==> config.mk <==
export PLATFORM = sky130hd
export DESIGN_NAME = msrp_ctrl
export DESIGN_NICKNAME = d
export VERILOG_FILES = /design/src/rtl/msrp_pkg.sv /design/src/rtl/msrp_ctrl.sv
export SDC_FILE = /design/constraint.sdc
export NUM_CORES = 1
export LEC_CHECK = 0
export CORE_AREA = 2 2 96 79
export CTS_CLUSTER_SIZE = 8
export DETAILED_ROUTE_END_ITERATION = 16
export DIE_AREA = 0 0 98 81
export PLACE_DENSITY_LB_ADDON = 0.25
export RECOVER_POWER = 25
export SLEW_MARGIN = 20
export SYNTH_ARGS = -nofsm -noshare
export SYNTH_HDL_FRONTEND = slang
export SYNTH_SLANG_ARGS = --single-unit
==> constraint.sdc <==
create_clock -name clk -period 5.1 [get_ports clk]
set_clock_uncertainty 0.2 [all_clocks]
set_input_delay 1.275 -clock clk [delete_from_list [all_inputs] [get_ports clk]]
set_output_delay 1.275 -clock clk [all_outputs]
set_load 0.05 [all_outputs]
==> src/rtl/msrp_pkg.sv <==
package msrp_pkg;

  typedef enum logic [1:0] {
    ST_IDLE = 2'd0,
    ST_REQ  = 2'd1,
    ST_WAIT = 2'd2,
    ST_DONE = 2'd3
  } msrp_state_e;

  localparam int unsigned NUM_WIN = 3;

  // Base index of window w. The order sets the packing slot of each window.
  function automatic logic [31:0] win_base(input int unsigned w);
    case (w)
      0:       win_base = 32'h0000_0000;
      1:       win_base = 32'hC000_0000;
      default: win_base = 32'hC001_0000;
    endcase
  endfunction

  // Pick the tested bit from the pair: low bit for read, high bit for write.
  function automatic logic [2:0] pick_bit(input logic [2:0] pair_lsb, input logic wr);
    pick_bit = pair_lsb | {2'b00, wr};
  endfunction

endpackage

==> src/rtl/msrp_ctrl.sv <==
module msrp_ctrl
  import msrp_pkg::*;
#(
  parameter int unsigned ADDR_W = 32
) (
  input  logic              clk,
  input  logic              rst_n,
  input  logic              start_i,
  input  logic              wr_i,
  input  logic              en_i,
  input  logic              hit_i,
  input  logic [ADDR_W-1:0] byte_addr_i,
  input  logic [2:0]        bit_pos_i,
  output logic              mem_req_o,
  output logic [ADDR_W-1:0] mem_addr_o,
  input  logic              mem_rsp_valid_i,
  input  logic [7:0]        mem_rsp_data_i,
  output logic              done_o,
  output logic              exit_o,
  output logic              exit_info_o
);
  msrp_state_e       state_q;
  logic [ADDR_W-1:0] addr_q;
  logic [2:0]        bit_q;
  logic              wr_q;
  logic              exit_q;

  // Named events for the assertions.
  logic accept_w, busy_w, rsp_take_w;
  assign accept_w   = start_i && (state_q == ST_IDLE);
  assign busy_w     = (state_q == ST_REQ) || (state_q == ST_WAIT);
  assign rsp_take_w = (state_q == ST_WAIT) && mem_rsp_valid_i;

  always_ff @(posedge clk or negedge rst_n) begin
    if (!rst_n) begin
      state_q <= ST_IDLE;
      addr_q  <= '0;
      bit_q   <= '0;
      wr_q    <= 1'b0;
      exit_q  <= 1'b0;
    end else begin
      case (state_q)
        ST_IDLE: if (accept_w) begin
          wr_q <= wr_i;
          if (!en_i) begin
            exit_q  <= 1'b0;
            state_q <= ST_DONE;
          end else if (!hit_i) begin
            exit_q  <= 1'b1;
            state_q <= ST_DONE;
          end else begin
            addr_q  <= byte_addr_i;
            bit_q   <= bit_pos_i;
            state_q <= ST_REQ;
          end
        end
        ST_REQ:  state_q <= ST_WAIT;
        ST_WAIT: if (rsp_take_w) begin
          exit_q  <= mem_rsp_data_i[bit_q];
          state_q <= ST_DONE;
        end
        default: state_q <= ST_IDLE;
      endcase
    end
  end

  assign mem_req_o   = (state_q == ST_REQ);
  assign mem_addr_o  = addr_q;
  assign done_o      = (state_q == ST_DONE);
  assign exit_o      = exit_q;
  assign exit_info_o = wr_q;

  a_r2_disabled_no_exit: assert property (@(posedge clk) disable iff (!rst_n)
    accept_w && !en_i |=> done_o && !exit_o && !mem_req_o);
  a_r3_outside_exit: assert property (@(posedge clk) disable iff (!rst_n)
    accept_w && en_i && !hit_i |=> done_o && exit_o && !mem_req_o);
  a_r8_req_pulse: assert property (@(posedge clk) disable iff (!rst_n)
    mem_req_o |=> !mem_req_o);
  a_r8_addr_hold: assert property (@(posedge clk) disable iff (!rst_n)
    (state_q == ST_WAIT) |-> $stable(mem_addr_o));
  a_r8_done_after_rsp: assert property (@(posedge clk) disable iff (!rst_n)
    rsp_take_w |=> done_o && (exit_o == $past(mem_rsp_data_i[bit_q])));
  a_r8_done_pulse: assert property (@(posedge clk) disable iff (!rst_n)
    done_o |=> !done_o);
  a_r9_busy_hold: assert property (@(posedge clk) disable iff (!rst_n)
    busy_w && start_i |=> $stable(exit_info_o) && $stable(mem_addr_o));
endmodule

[Yosys cells after proc, flatten, opt, wreduce, memory -nomap -nowiden]
Cells that the tools add are included.
Storage, ports and cells
  bits in registers: 39
  output and inout port bits: 36
  word-level logic and storage cells: 32
Operators by class
  order comparisons: 1
  equal/unequal tests: 6
  multiplexer cells: 12
  reduce and logical (&&, ||, !) cells: 8
Operators by type and width (number)
  2-bit two-way mux: 4
  4-bit AND reduction: 2
  2-bit one-hot mux with 3 select lines: 1
  1-bit two-way mux: 5
  2-bit == test (second input constant): 2
  3-bit by 4-bit less-than comparator with 1-bit output (second input constant): 1
  2-bit inequality test (second input constant): 2
  2-bit AND reduction: 2
  1-bit binary-select mux with 3-bit select: 1
  3-bit inequality test (second input constant): 1
  2-bit by 1-bit == test with 1-bit output (second input constant): 1
  1-bit logical AND: 2
  2-bit logical NOT: 1
  1-bit one-hot mux with 2 select lines: 1
  2-bit nonzero test: 1

[Logic depth before layout (Yosys ltp)]
Gate-level depths: netlist of run 1.
  word-level depth: 4
  depth in mapped cells: 6
  mapped depth without buffers: 6

[Least setup slack after synthesis of run 1]
Ideal clock, no wire load.
  path kind: register to output
  start point: register state_q[1]
  end point: output port mem_req_o
  arrival time: 0.931 ns
  data required time: 3.625 ns
  setup slack: 2.694 ns
  cell stages (with the launch flop): 3
  path through: dfrtp_1 -> inv_1 -> ha_1
On the way
  longest elaborated chain between the ends: 1
RTL lines
  start, declared: RTL line msrp_ctrl.sv:22  | msrp_state_e state_q;
  start signal, assigned: RTL line msrp_ctrl.sv:36  | state_q <= ST_IDLE;
  start signal, assigned: RTL line msrp_ctrl.sv:47  | state_q <= ST_DONE;
  start signal, assigned: RTL line msrp_ctrl.sv:50  | state_q <= ST_DONE;
  2-bit by 1-bit == test with 1-bit output: RTL line msrp_ctrl.sv:67  | assign mem_req_o = (state_q == ST_REQ);
  end, declared: RTL line msrp_ctrl.sv:14  | output logic mem_req_o,
No other way between the ends.

[Worst setup path after layout of run 1]
Same ends and word-level chain as after synthesis.

==> flow_results.xml, run 1 <==
<?xml version="1.0" encoding="UTF-8"?>
<metrics>
  <group name="pwr">
    <metric name="leakagePower" unit="nW">1.129</metric>
    <metric name="power_per_cell_area" unit="mW/mm^2">697.8</metric>
    <metric name="ir_drop" unit="mV">0.3523</metric>
  </group>
  <group name="clock_tree">
    <metric name="clk_transition_reported_paths" unit="ns">0.08</metric>
    <metric name="post-cts-setup-buffer-count" unit="">0</metric>
    <metric name="ctsRootBufferMaster" unit="">sky130_fd_sc_hd__clkbuf_8</metric>
    <metric name="cts_sinks" unit="">39</metric>
    <metric name="postCtsHoldBufs" unit="">0</metric>
    <metric name="cts-resized-gates" unit="">0</metric>
    <metric name="htree_levels" unit="">2</metric>
    <metric name="tritoncts" unit="">done</metric>
    <metric name="cts-buffers-inserted" unit="">5</metric>
    <metric name="clk_latency" unit="ns">0.29</metric>
    <metric name="clk_path_buf_depth" unit="">2</metric>
  </group>
  <group name="floorplan">
    <metric name="boundaryPins" unit="">86</metric>
    <metric name="core_area" unit="mm^2">0.007112</metric>
    <metric name="num_rows" unit="">28</metric>
    <metric name="effective_utilization_at_floorplan" unit="%">22.92</metric>
    <metric name="fp.dieH" unit="um">81</metric>
    <metric name="die_w" unit="um">98</metric>
    <metric name="dieArea" unit="mm^2">0.007938</metric>
  </group>
  <group name="synth">
    <metric name="synthCells" unit="">109</metric>
    <metric name="synth_nets" unit="">164</metric>
    <metric name="post-synth-top-area-fraction" unit="%">59.86</metric>
    <metric name="yosysTopAreaCell" unit="">sky130_fd_sc_hd__dfrtp_1</metric>
    <metric name="synth_simple_gate_area_share" unit="%">3.991</metric>
    <metric name="ys_seq_area_share" unit="%">59.86</metric>
    <metric name="synthDistinctLibCells" unit="">18</metric>
    <metric name="synth.area.mux_share" unit="%">28.09</metric>
    <metric name="ys_top_cells_by_area" unit="">sky130_fd_sc_hd__dfrtp_1 60%, sky130_fd_sc_hd__mux2_2 25%, sky130_fd_sc_hd__ha_1 3.8%, sky130_fd_sc_hd__mux2i_1 1.8%, sky130_fd_sc_hd__mux4_2 1.4%</metric>
    <metric name="synth_compound_gate_area_share" unit="%">2.379</metric>
    <metric name="netlist_area" unit="mm^2">0.001630</metric>
    <metric name="synth.yosys.warnings" unit="">0</metric>
    <metric name="synth_adder_area_share" unit="%">3.837</metric>
    <metric name="average_footprint_of_a_synthesized_cell" unit="um^2">14.96</metric>
    <metric name="synth_xor_area_share" unit="%">0</metric>
    <metric name="synth_top_family_by_area" unit="">multiplexers</metric>
    <metric name="yosys_register_bits" unit="">39</metric>
  </group>
  <group name="sta">
    <metric name="finalHoldWorstSlack" unit="ns">0.3065</metric>
    <metric name="worst_slew_margin_rel" unit="%">-40.44</metric>
    <metric name="setup-violations-final" unit="">0</metric>
    <metric name="rsz_0062_raised_after_global_routing" unit="">no</metric>
    <metric name="hold_vio_cnt_final" unit="">0</metric>
    <metric name="post_route_clock_period_utilization" unit="%">63.68</metric>
    <metric name="final.min_clock_period" unit="ns">3.248</metric>
    <metric name="slew_worst_pin" unit="ns">2.107</metric>
    <metric name="max_freq" unit="MHz">307.9</metric>
    <metric name="drv_slew" unit="">40</metric>
    <metric name="setup_ws" unit="ns">1.852</metric>
    <metric name="fin_tns_setup" unit="ns">0</metric>
  </group>
  <group name="placed_design">
    <metric name="place.gp.congestion" unit="">0.6733</metric>
    <metric name="dp.cells" unit="">282</metric>
    <metric name="place_worst_setup_slack" unit="ns">1.738</metric>
    <metric name="place.detailed.hpwl" unit="mm">2.773</metric>
    <metric name="port_buffers" unit="">85</metric>
  </group>
  <group name="hold_path">
    <metric name="hold_path.class" unit="">flop to flop</metric>
  </group>
  <group name="layout">
    <metric name="multiInputGateArea" unit="um^2">624.3</metric>
    <metric name="finish.cell_count_without_fillers" unit="">290</metric>
    <metric name="layout.cells.most_common_list" unit="">84 x sky130_fd_sc_hd__clkdlybuf4s50_1, 39 x sky130_fd_sc_hd__dfrtp_1, 36 x sky130_fd_sc_hd__mux2_2</metric>
    <metric name="register_area" unit="um^2">975.9</metric>
    <metric name="n_fill_cell" unit="">695</metric>
    <metric name="drive_gt1_share" unit="%">23.00</metric>
    <metric name="antennaDiodeCount" unit="">0</metric>
    <metric name="number_of_nets_at_the_end_of_the_flow" unit="">254</metric>
    <metric name="area_growth_synth_to_finish" unit="%">63.47</metric>
    <metric name="mostFrequentLayoutCell" unit="">sky130_fd_sc_hd__clkdlybuf4s50_1</metric>
    <metric name="fin_util" unit="%">37.47</metric>
  </group>
  <group name="outcome">
    <metric name="status" unit="">complete, but fails checks</metric>
    <metric name="violated_checks" unit="">capacitance limit, slew limit</metric>
  </group>
  <group name="route">
    <metric name="drt-initial-drc-count" unit="">7</metric>
    <metric name="avgViaCountPerCell" unit="">4.066</metric>
    <metric name="drc" unit="">0</metric>
    <metric name="drt.antenna.violating_nets" unit="">0</metric>
    <metric name="firstDrtPassIters" unit="">4</metric>
    <metric name="routed_length_per_instance" unit="um">13.24</metric>
    <metric name="wirelength" unit="mm">3.839</metric>
    <metric name="route.vias.total" unit="">1179</metric>
  </group>
  <group name="setup_path">
    <metric name="critPathKind" unit="">flop to output port</metric>
    <metric name="critPathMaxFanout" unit="">4</metric>
    <metric name="crit_path_start_kind" unit="">flop</metric>
    <metric name="crit_required" unit="ns">3.62</metric>
    <metric name="critPathCaptureType" unit="">output port</metric>
    <metric name="worst-endpoint-arrival" unit="ns">1.77</metric>
  </group>
  <group name="grt">
    <metric name="via_count_of_the_first_global_routing_pass" unit="">1288</metric>
    <metric name="groute.usage.overall" unit="%">9.857</metric>
    <metric name="globalRoute.totalOverflow" unit="">0</metric>
    <metric name="antenna_found_initial" unit="">0</metric>
    <metric name="first_pass_grt_wire_length" unit="mm">6.147</metric>
    <metric name="grt_max_degree" unit="">40</metric>
  </group>
  <group name="run">
    <metric name="maxCapViolations" unit="">1</metric>
  </group>
</metrics>
## Yosys cell counts
master / instances
sky130_fd_sc_hd__a21oi_1: 2
sky130_fd_sc_hd__mux4_2: 1
sky130_fd_sc_hd__nand2_1: 3
sky130_fd_sc_hd__dfrtp_1: 39
sky130_fd_sc_hd__nand2b_1: 1
sky130_fd_sc_hd__inv_1: 4
sky130_fd_sc_hd__buf_2: 3
sky130_fd_sc_hd__nor2b_1: 3
sky130_fd_sc_hd__nand4_2: 1
sky130_fd_sc_hd__mux2i_1: 3
sky130_fd_sc_hd__a2bb2oi_1: 1
sky130_fd_sc_hd__a31oi_1: 1
sky130_fd_sc_hd__ha_1: 5
sky130_fd_sc_hd__nor2_1: 3
sky130_fd_sc_hd__nand3_1: 1
sky130_fd_sc_hd__o22ai_1: 1
sky130_fd_sc_hd__a211oi_1: 1
sky130_fd_sc_hd__mux2_2: 36
## final cells by class
| class | instances | area share (%) |
|---|---|---|
| multi-input cells | 63 | 23.43 |
| clock buffers | 6 | 2.723 |
| well taps | 90 | 4.225 |
| clock inverters | 2 | 0.4695 |
| inverters | 4 | 0.5634 |
| flip-flops and latches | 39 | 36.62 |
| repair buffers | 86 | 31.97 |
## critical path, stage by stage (launching register included)
cell                              delay, ns
sky130_fd_sc_hd__dfrtp_1               0.43
sky130_fd_sc_hd__inv_1                 0.11
sky130_fd_sc_hd__ha_1                  0.14
sky130_fd_sc_hd__clkdlybuf4s50_1       0.80
## worst paths after layout
| kind | from | end | slack [ns] | depth (start not counted) |
|---|---|---|---|---|
| max in group asynchronous | rst_n | mem_addr_o[28] | 2.11 | 1 |
| hold / removal | mem_addr_o[10] | mem_addr_o[10] | 0.31 | 1 |
| min in group asynchronous | rst_n | mem_addr_o[22] | 1.39 | 1 |
| hold reg to reg | mem_addr_o[10] | mem_addr_o[10] | 0.31 | 1 |
| setup reg to reg | state_q[1] | mem_addr_o[13] | 2.82 | 5 |
| setup / recovery | state_q[1] | mem_req_o | 1.85 | 3 |
## sequential cells by signal (all words and copies together) (netlist names)
register,count
mem_addr_o,32
state_q,2
bit_q,3
exit_info_o,1
exit_o,1
## through the flow
stage | power [mW] | cell area, um^2
2_1_floorplan | 1.285 | 1630
3_3_place_gp | 1.664 | 2581
3_5_place_dp | 1.666 | 2581
4_1_cts | 1.888 | 2666
5_1_grt | 1.967 | 2665
6_report | 1.860 | 2665
## layer usage
metal	up-vias	track usage [%]	routed length [um]	part of all wire [%]
met2	53	14.25	1627	42
met4	0	3.750	44	1.1
li1	558	-	-	-
met3	4	6.024	488	13
met1	564	11.99	1678	44
met5	-	0	0	0
## power by group
part           internal [mW]  total [mW]  switching, mW
registers              0.463       0.556         0.0925
logic                  0.427        1.10          0.671
clock network         0.0957       0.206          0.111
## cells by family after synthesis
logic type | count (synthesis)
DFF | 39
AOI/OAI and AO/OA | 6
and+or+nand+nor | 12
adders and majority gates | 5
muxes | 40
buffers and inverters | 7
No activity file was read; power rests on OpenSTA's default activity.
==> run 2: changes to the inputs <==
==> constraint.sdc (replaced) <==
create_clock -name clk -period 2.8 [get_ports clk]
set_clock_uncertainty 0.2 [all_clocks]
set_input_delay 0.7 -clock clk [delete_from_list [all_inputs] [get_ports clk]]
set_output_delay 0.7 -clock clk [all_outputs]
set_load 0.05 [all_outputs]
==> run 2 against run 1 <==
  * The flow now finishes without violations
  * Highest routed layer unchanged
  * First-iteration DRC count did not move
  * Clock power rose to 2.8 times the previous value
  * Total power rose by 93%
  * Non-clock buffer count rose by 2
  * Global-route usage rose by 0.052 points
  * Hold slack improved by 0.0015 ns
  * Wire length fell by 1.3%
  * Sequential power rose by 82%
  * Final cell count rose by 0.69%
  * Largest cell class unchanged
  * Critical path type unchanged
==> flow_results.xml, run 2 (synthesis gave the netlist of run 1 again) <==
<?xml version="1.0" encoding="UTF-8"?>
<metrics>
  <group name="setup_path">
    <metric name="r2r_slack" unit="ns">0.90</metric>
    <metric name="reg2reg_depth" unit="">5</metric>
    <metric name="critical_path.slowest_cell" unit="">sky130_fd_sc_hd__clkdlybuf4s50_1</metric>
    <metric name="crit_path_start_kind" unit="">flop</metric>
    <metric name="worst_r2r_startpoint" unit="">state_q[0]</metric>
    <metric name="crit_required" unit="ns">1.90</metric>
    <metric name="timing.rr.end" unit="">mem_addr_o[19]</metric>
    <metric name="path_cells" unit="">inv_1 -&gt; ha_1 -&gt; clkdlybuf4s50_1</metric>
    <metric name="critPathCaptureType" unit="">output port</metric>
    <metric name="worst-endpoint-arrival" unit="ns">1.77</metric>
    <metric name="critPathKind" unit="">flop to output port</metric>
    <metric name="cp_slowest_stage_delay" unit="ns">0.79</metric>
    <metric name="critPathMaxFanout" unit="">4</metric>
  </group>
  <group name="hold_path">
    <metric name="hold_path.startpoint" unit="">mem_addr_o[1]</metric>
    <metric name="hold_path.class" unit="">flop to flop</metric>
    <metric name="hold_ep" unit="">mem_addr_o[1]</metric>
    <metric name="hold_depth" unit="">1</metric>
  </group>
  <group name="layout">
    <metric name="multiInputGateArea" unit="um^2">624.3</metric>
    <metric name="n_fill_cell" unit="">720</metric>
    <metric name="fin_util" unit="%">38.44</metric>
    <metric name="antennaDiodeCount" unit="">0</metric>
    <metric name="register_area" unit="um^2">975.9</metric>
    <metric name="finish.cell_count_without_fillers" unit="">292</metric>
    <metric name="drive_gt1_share" unit="%">24.75</metric>
    <metric name="number_of_nets_at_the_end_of_the_flow" unit="">256</metric>
    <metric name="mostFrequentLayoutCell" unit="">sky130_fd_sc_hd__clkdlybuf4s50_1</metric>
    <metric name="largest_register_ff_count" unit="">32</metric>
    <metric name="layout.cells.most_common_list" unit="">84 x sky130_fd_sc_hd__clkdlybuf4s50_1, 39 x sky130_fd_sc_hd__dfrtp_1, 36 x sky130_fd_sc_hd__mux2_2</metric>
    <metric name="area_growth_synth_to_finish" unit="%">67.69</metric>
    <metric name="final_cell_area" unit="mm^2">0.002734</metric>
  </group>
  <group name="route">
    <metric name="drt-initial-drc-count" unit="">7</metric>
    <metric name="drc" unit="">0</metric>
    <metric name="wirelength" unit="mm">3.790</metric>
    <metric name="avgViaCountPerCell" unit="">4.051</metric>
    <metric name="drt.antenna.violating_nets" unit="">0</metric>
    <metric name="route.vias.total" unit="">1183</metric>
    <metric name="routed_length_per_instance" unit="um">12.98</metric>
    <metric name="firstDrtPassIters" unit="">2</metric>
  </group>
  <group name="sta">
    <metric name="fin_tns_setup" unit="ns">0</metric>
    <metric name="worst_slew_margin_rel" unit="%">33.04</metric>
    <metric name="drv_slew" unit="">0</metric>
    <metric name="setup_ws" unit="ns">0.1331</metric>
    <metric name="finalHoldWorstSlack" unit="ns">0.3080</metric>
    <metric name="post_route_clock_period_utilization" unit="%">95.25</metric>
    <metric name="final.min_clock_period" unit="ns">2.667</metric>
    <metric name="max_freq" unit="MHz">375.0</metric>
    <metric name="slew_worst_pin" unit="ns">1.004</metric>
    <metric name="hold_vio_cnt_final" unit="">0</metric>
    <metric name="rsz_0062_raised_after_global_routing" unit="">no</metric>
    <metric name="setup-violations-final" unit="">0</metric>
  </group>
  <group name="clock_tree">
    <metric name="postCtsHoldBufs" unit="">0</metric>
    <metric name="cts-buffers-inserted" unit="">5</metric>
    <metric name="ctsRootBufferMaster" unit="">sky130_fd_sc_hd__clkbuf_8</metric>
    <metric name="cts-resized-gates" unit="">0</metric>
    <metric name="clk_transition_reported_paths" unit="ns">0.08</metric>
    <metric name="tritoncts" unit="">done</metric>
    <metric name="clk_path_buf_depth" unit="">2</metric>
    <metric name="clk_latency" unit="ns">0.28</metric>
    <metric name="cts_sinks" unit="">39</metric>
    <metric name="htree_levels" unit="">2</metric>
    <metric name="post-cts-setup-buffer-count" unit="">0</metric>
  </group>
  <group name="placed_design">
    <metric name="place_worst_setup_slack" unit="ns">0.4528</metric>
    <metric name="placedInstanceArea" unit="mm^2">0.002596</metric>
    <metric name="place.detailed.hpwl" unit="mm">2.753</metric>
    <metric name="port_buffers" unit="">85</metric>
    <metric name="place.gp.congestion" unit="">0.6646</metric>
    <metric name="dp.cells" unit="">284</metric>
  </group>
  <group name="grt">
    <metric name="antenna_found_initial" unit="">0</metric>
    <metric name="grt_use_met3" unit="%">5.594</metric>
    <metric name="globalRoute.totalOverflow" unit="">0</metric>
    <metric name="via_count_of_the_first_global_routing_pass" unit="">1279</metric>
    <metric name="global_route.usage.met1" unit="%">13.04</metric>
    <metric name="top_usage_layer" unit="">met2</metric>
    <metric name="groute.layer.met2.usage" unit="%">13.63</metric>
    <metric name="groute.usage.overall" unit="%">9.909</metric>
    <metric name="first_pass_grt_wire_length" unit="mm">6.285</metric>
    <metric name="grt_max_degree" unit="">40</metric>
  </group>
  <group name="pwr">
    <metric name="power_per_cell_area" unit="mW/mm^2">1313</metric>
    <metric name="net-switching-power" unit="mW">1.607</metric>
    <metric name="p_int" unit="mW">1.984</metric>
    <metric name="pwr-share-comb" unit="%">55.8</metric>
    <metric name="leakagePower" unit="nW">1.169</metric>
    <metric name="netSwitchingFraction" unit="%">44.75</metric>
    <metric name="sequentialPowerShare" unit="%">28.1</metric>
    <metric name="power" unit="mW">3.590</metric>
    <metric name="clockPowerShare" unit="%">16.1</metric>
    <metric name="ir_drop" unit="mV">0.6397</metric>
  </group>
  <group name="floorplan">
    <metric name="num_rows" unit="">28</metric>
    <metric name="effective_utilization_at_floorplan" unit="%">22.92</metric>
    <metric name="die_w" unit="um">98</metric>
    <metric name="fp.dieH" unit="um">81</metric>
    <metric name="boundaryPins" unit="">86</metric>
    <metric name="core_area" unit="mm^2">0.007112</metric>
    <metric name="dieArea" unit="mm^2">0.007938</metric>
  </group>
  <group name="run">
    <metric name="maxCapViolations" unit="">0</metric>
  </group>
  <group name="outcome">
    <metric name="status" unit="">completed</metric>
  </group>
</metrics>
## run 2: cell types whose count changed in the layout (fill, tap and decap cells not counted), sizes merged
cell      previous run  this run
clkbuf               7         6
bufinv               0         2
clkinv               1         0
inv                  4         5
clkinvlp             1         0
buf                  1         3
## run 2: power by group through the flow
stage / clock [mW] / combinational [mW] / sequential (mW)
after floorplan: 0 / 0.480 / 1.86
after global placement: 0 / 2.03 / 1.00
after detailed placement: 0 / 2.02 / 1.02
after CTS: 0.601 / 2.02 / 1.01
after global routing: 0.624 / 2.11 / 1.05
final: 0.579 / 2.00 / 1.01
## run 2: critical path, delay by kind of cell, from the launching register on
family / cells / cell delay, ns
buf+inv: 2 / 0.91
flops: 1 / 0.43
fa+ha+maj: 1 / 0.15
## run 2: how the worst max path moves through the flow
| stage | from | to | slack (ns) | cells past startpoint |
|---|---|---|---|---|
| after CTS | state_q[1] | mem_req_o | 0.12 | 3 |
| after floorplan | state_q[1] | mem_req_o | 0.97 | 2 |
| final | state_q[1] | mem_req_o | 0.13 | 3 |
| after detailed placement | state_q[1] | mem_req_o | 0.45 | 3 |
| after global routing | state_q[1] | mem_req_o | 0.07 | 3 |
| after global placement | state_q[1] | mem_req_o | 0.46 | 3 |
## run 2: layout make-up
class                   instances  area share, %
flip-flops and latches         39          35.70
repair buffers                 88          31.67
multi-input cells              63          22.84
well taps                      90          4.119
clock inverters                 3          2.609
clock buffers                   5          2.517
inverters                       4         0.5492
## run 2: routing by layer
layer  vias to the layer above  wire [um]
met5                         -          0
met4                         0         25
met3                         2        444
met2                        49       1559
met1                       572       1761
li1                        560          -
==> run 3: changes to the inputs <==
--- a/config.mk
+++ b/config.mk
@@ -9,7 +9,7 @@
 export CTS_CLUSTER_SIZE = 8
 export DETAILED_ROUTE_END_ITERATION = 16
 export DIE_AREA = 0 0 98 81
-export PLACE_DENSITY_LB_ADDON = 0.25
+export PLACE_DENSITY = 0.53
 export RECOVER_POWER = 25
 export SLEW_MARGIN = 20
 export SYNTH_ARGS = -nofsm -noshare
==> run 3 against run 2 <==
  * Total power decreased by 2.7%
  * Critical path depth unchanged
  * Design area down 0.87%
  * Hold slack lost 0.00095 ns
  * Sequential cell count unchanged
  * Count of clock-buffer cells in the layout is 1 higher
  * First-iteration DRC count is 86% higher
  * Via count decreased by 1.9%
  * Setup slack improved by 0.019 ns
  * Combinational power about the same
  * Die area stayed put
  * Sequential power hardly changed
  * Largest cell class unchanged
==> flow_results.xml, run 3 (synthesis gave the netlist of run 1 again) <==
<?xml version="1.0" encoding="UTF-8"?>
<metrics>
  <group name="sta">
    <metric name="hold_vio_cnt_final" unit="">0</metric>
    <metric name="rsz_0062_raised_after_global_routing" unit="">no</metric>
    <metric name="worst_slew_margin_rel" unit="%">36.77</metric>
    <metric name="setup-violations-final" unit="">0</metric>
    <metric name="slew_worst_pin" unit="ns">0.9484</metric>
    <metric name="final.min_clock_period" unit="ns">2.648</metric>
    <metric name="post_route_clock_period_utilization" unit="%">94.56</metric>
    <metric name="fin_tns_setup" unit="ns">0</metric>
    <metric name="finalHoldWorstSlack" unit="ns">0.3071</metric>
    <metric name="max_freq" unit="MHz">377.7</metric>
    <metric name="drv_slew" unit="">0</metric>
  </group>
  <group name="layout">
    <metric name="drive_gt1_share" unit="%">24.26</metric>
    <metric name="layout.cells.most_common_list" unit="">84 x sky130_fd_sc_hd__clkdlybuf4s50_1, 39 x sky130_fd_sc_hd__dfrtp_1, 36 x sky130_fd_sc_hd__mux2_2</metric>
    <metric name="mostFrequentLayoutCell" unit="">sky130_fd_sc_hd__clkdlybuf4s50_1</metric>
    <metric name="area_growth_synth_to_finish" unit="%">66.23</metric>
    <metric name="antennaDiodeCount" unit="">0</metric>
    <metric name="largest_register_ff_count" unit="">32</metric>
    <metric name="number_of_nets_at_the_end_of_the_flow" unit="">256</metric>
  </group>
  <group name="setup_path">
    <metric name="worst-endpoint-arrival" unit="ns">1.75</metric>
    <metric name="critPathMaxFanout" unit="">4</metric>
    <metric name="critPathKind" unit="">flop to output port</metric>
    <metric name="worstSetupStartpoint" unit="">state_q[1]</metric>
    <metric name="path_cells" unit="">inv_1 -&gt; ha_1 -&gt; clkdlybuf4s50_1</metric>
    <metric name="cp_slowest_stage_delay" unit="ns">0.79</metric>
    <metric name="critPathCaptureType" unit="">output port</metric>
    <metric name="worst_r2r_startpoint" unit="">state_q[0]</metric>
    <metric name="crit_required" unit="ns">1.90</metric>
    <metric name="r2r_slack" unit="ns">0.93</metric>
    <metric name="crit_path_start_kind" unit="">flop</metric>
    <metric name="critical_path.slowest_cell" unit="">sky130_fd_sc_hd__clkdlybuf4s50_1</metric>
  </group>
  <group name="grt">
    <metric name="antenna_found_initial" unit="">0</metric>
    <metric name="first_pass_grt_wire_length" unit="mm">6.003</metric>
    <metric name="grt_max_degree" unit="">24</metric>
    <metric name="globalRoute.totalOverflow" unit="">0</metric>
    <metric name="groute.usage.overall" unit="%">9.653</metric>
    <metric name="via_count_of_the_first_global_routing_pass" unit="">1186</metric>
  </group>
  <group name="route">
    <metric name="firstDrtPassIters" unit="">2</metric>
    <metric name="route.vias.total" unit="">1160</metric>
    <metric name="drt.antenna.violating_nets" unit="">0</metric>
    <metric name="drt-initial-drc-count" unit="">13</metric>
    <metric name="routed_length_per_instance" unit="um">12.44</metric>
    <metric name="avgViaCountPerCell" unit="">3.973</metric>
    <metric name="wirelength" unit="mm">3.633</metric>
    <metric name="drc" unit="">0</metric>
  </group>
  <group name="clock_tree">
    <metric name="clk_transition_reported_paths" unit="ns">0.08</metric>
    <metric name="cts-buffers-inserted" unit="">5</metric>
    <metric name="tritoncts" unit="">done</metric>
    <metric name="ctsRootBufferMaster" unit="">sky130_fd_sc_hd__clkbuf_8</metric>
    <metric name="htree_levels" unit="">2</metric>
    <metric name="cts-resized-gates" unit="">0</metric>
    <metric name="clk_path_buf_depth" unit="">2</metric>
    <metric name="post-cts-setup-buffer-count" unit="">0</metric>
    <metric name="cts_sinks" unit="">39</metric>
    <metric name="postCtsHoldBufs" unit="">0</metric>
    <metric name="clk_latency" unit="ns">0.28</metric>
  </group>
  <group name="floorplan">
    <metric name="dieArea" unit="mm^2">0.007938</metric>
    <metric name="boundaryPins" unit="">86</metric>
    <metric name="num_rows" unit="">28</metric>
    <metric name="effective_utilization_at_floorplan" unit="%">22.92</metric>
    <metric name="core_area" unit="mm^2">0.007112</metric>
    <metric name="die_w" unit="um">98</metric>
    <metric name="fp.dieH" unit="um">81</metric>
  </group>
  <group name="placed_design">
    <metric name="place.detailed.hpwl" unit="mm">2.697</metric>
    <metric name="port_buffers" unit="">85</metric>
    <metric name="place.gp.congestion" unit="">0.6749</metric>
  </group>
  <group name="hold_path">
    <metric name="hold_path.class" unit="">flop to flop</metric>
    <metric name="hold_path.startpoint" unit="">mem_addr_o[19]</metric>
  </group>
  <group name="run">
    <metric name="maxCapViolations" unit="">0</metric>
  </group>
  <group name="pwr">
    <metric name="leakagePower" unit="nW">1.157</metric>
    <metric name="ir_drop" unit="mV">0.5501</metric>
    <metric name="power_per_cell_area" unit="mW/mm^2">1289</metric>
  </group>
  <group name="outcome">
    <metric name="status" unit="">completed</metric>
  </group>
</metrics>
run 3: where the power goes:
| group | switching [mW] | internal (mW) |
|---|---|---|
| Combinational | 1.22 | 0.778 |
| Sequential | 0.161 | 0.844 |
| Clock | 0.200 | 0.289 |
| Total | 1.58 | 1.91 |
run 3: final cells by class:
class / instances / area [um^2]
fill: 691 / 4402
sequential: 39 / 975.9
timing repair buffer: 88 / 864.6
multi-input combinational: 63 / 624.3
tap: 90 / 112.6
clock buffer: 6 / 82.58
clock inverter: 2 / 35.03
inverter: 4 / 15.01
run 3: worst paths after layout:
| check | endpoint | cells past startpoint |
|---|---|---|
| setup / recovery | mem_req_o | 3 |
| hold / removal | mem_addr_o[19] | 1 |
| setup reg to reg | mem_addr_o[9] | 5 |
| hold reg to reg | mem_addr_o[19] | 1 |
| max in group asynchronous | mem_addr_o[30] | 2 |
| min in group asynchronous | mem_addr_o[13] | 1 |
run 3: critical path, delay by kind of cell (launching register included):
kind,cells,cell delay (ns)
flops,1,0.42
fa+ha+maj,1,0.14
buf+inv,2,0.90
run 3: layer usage:
layer  wire length, um  vias up  global-route usage [%]  part of all wire (%)
met5                 0        -                       0                     0
met4                26        0                   3.750                  0.72
met3               288        2                   3.356                   7.9
met2              1602       46                   14.45                    44
met1              1715      546                   12.90                    47
li1                  -      566                       -                     -
run 3: metrics by stage:
| step | total power [mW] | std cells | setup WS (ns) | utilization (%) | area, um^2 |
|---|---|---|---|---|---|
| after floorplan | 2.341 | 109 | 0.9689 | - | 1630 |
| after global placement | 3.028 | 284 | 0.4711 | 36.51 | 2596 |
| after detailed placement | 3.028 | 284 | 0.4516 | 36.51 | 2596 |
| after CTS | 3.544 | 292 | 0.1246 | 38.16 | 2714 |
| after global routing | 3.691 | 292 | 0.04064 | 38.11 | 2710 |
| final | 3.493 | 292 | 0.1524 | 38.11 | 2710 |
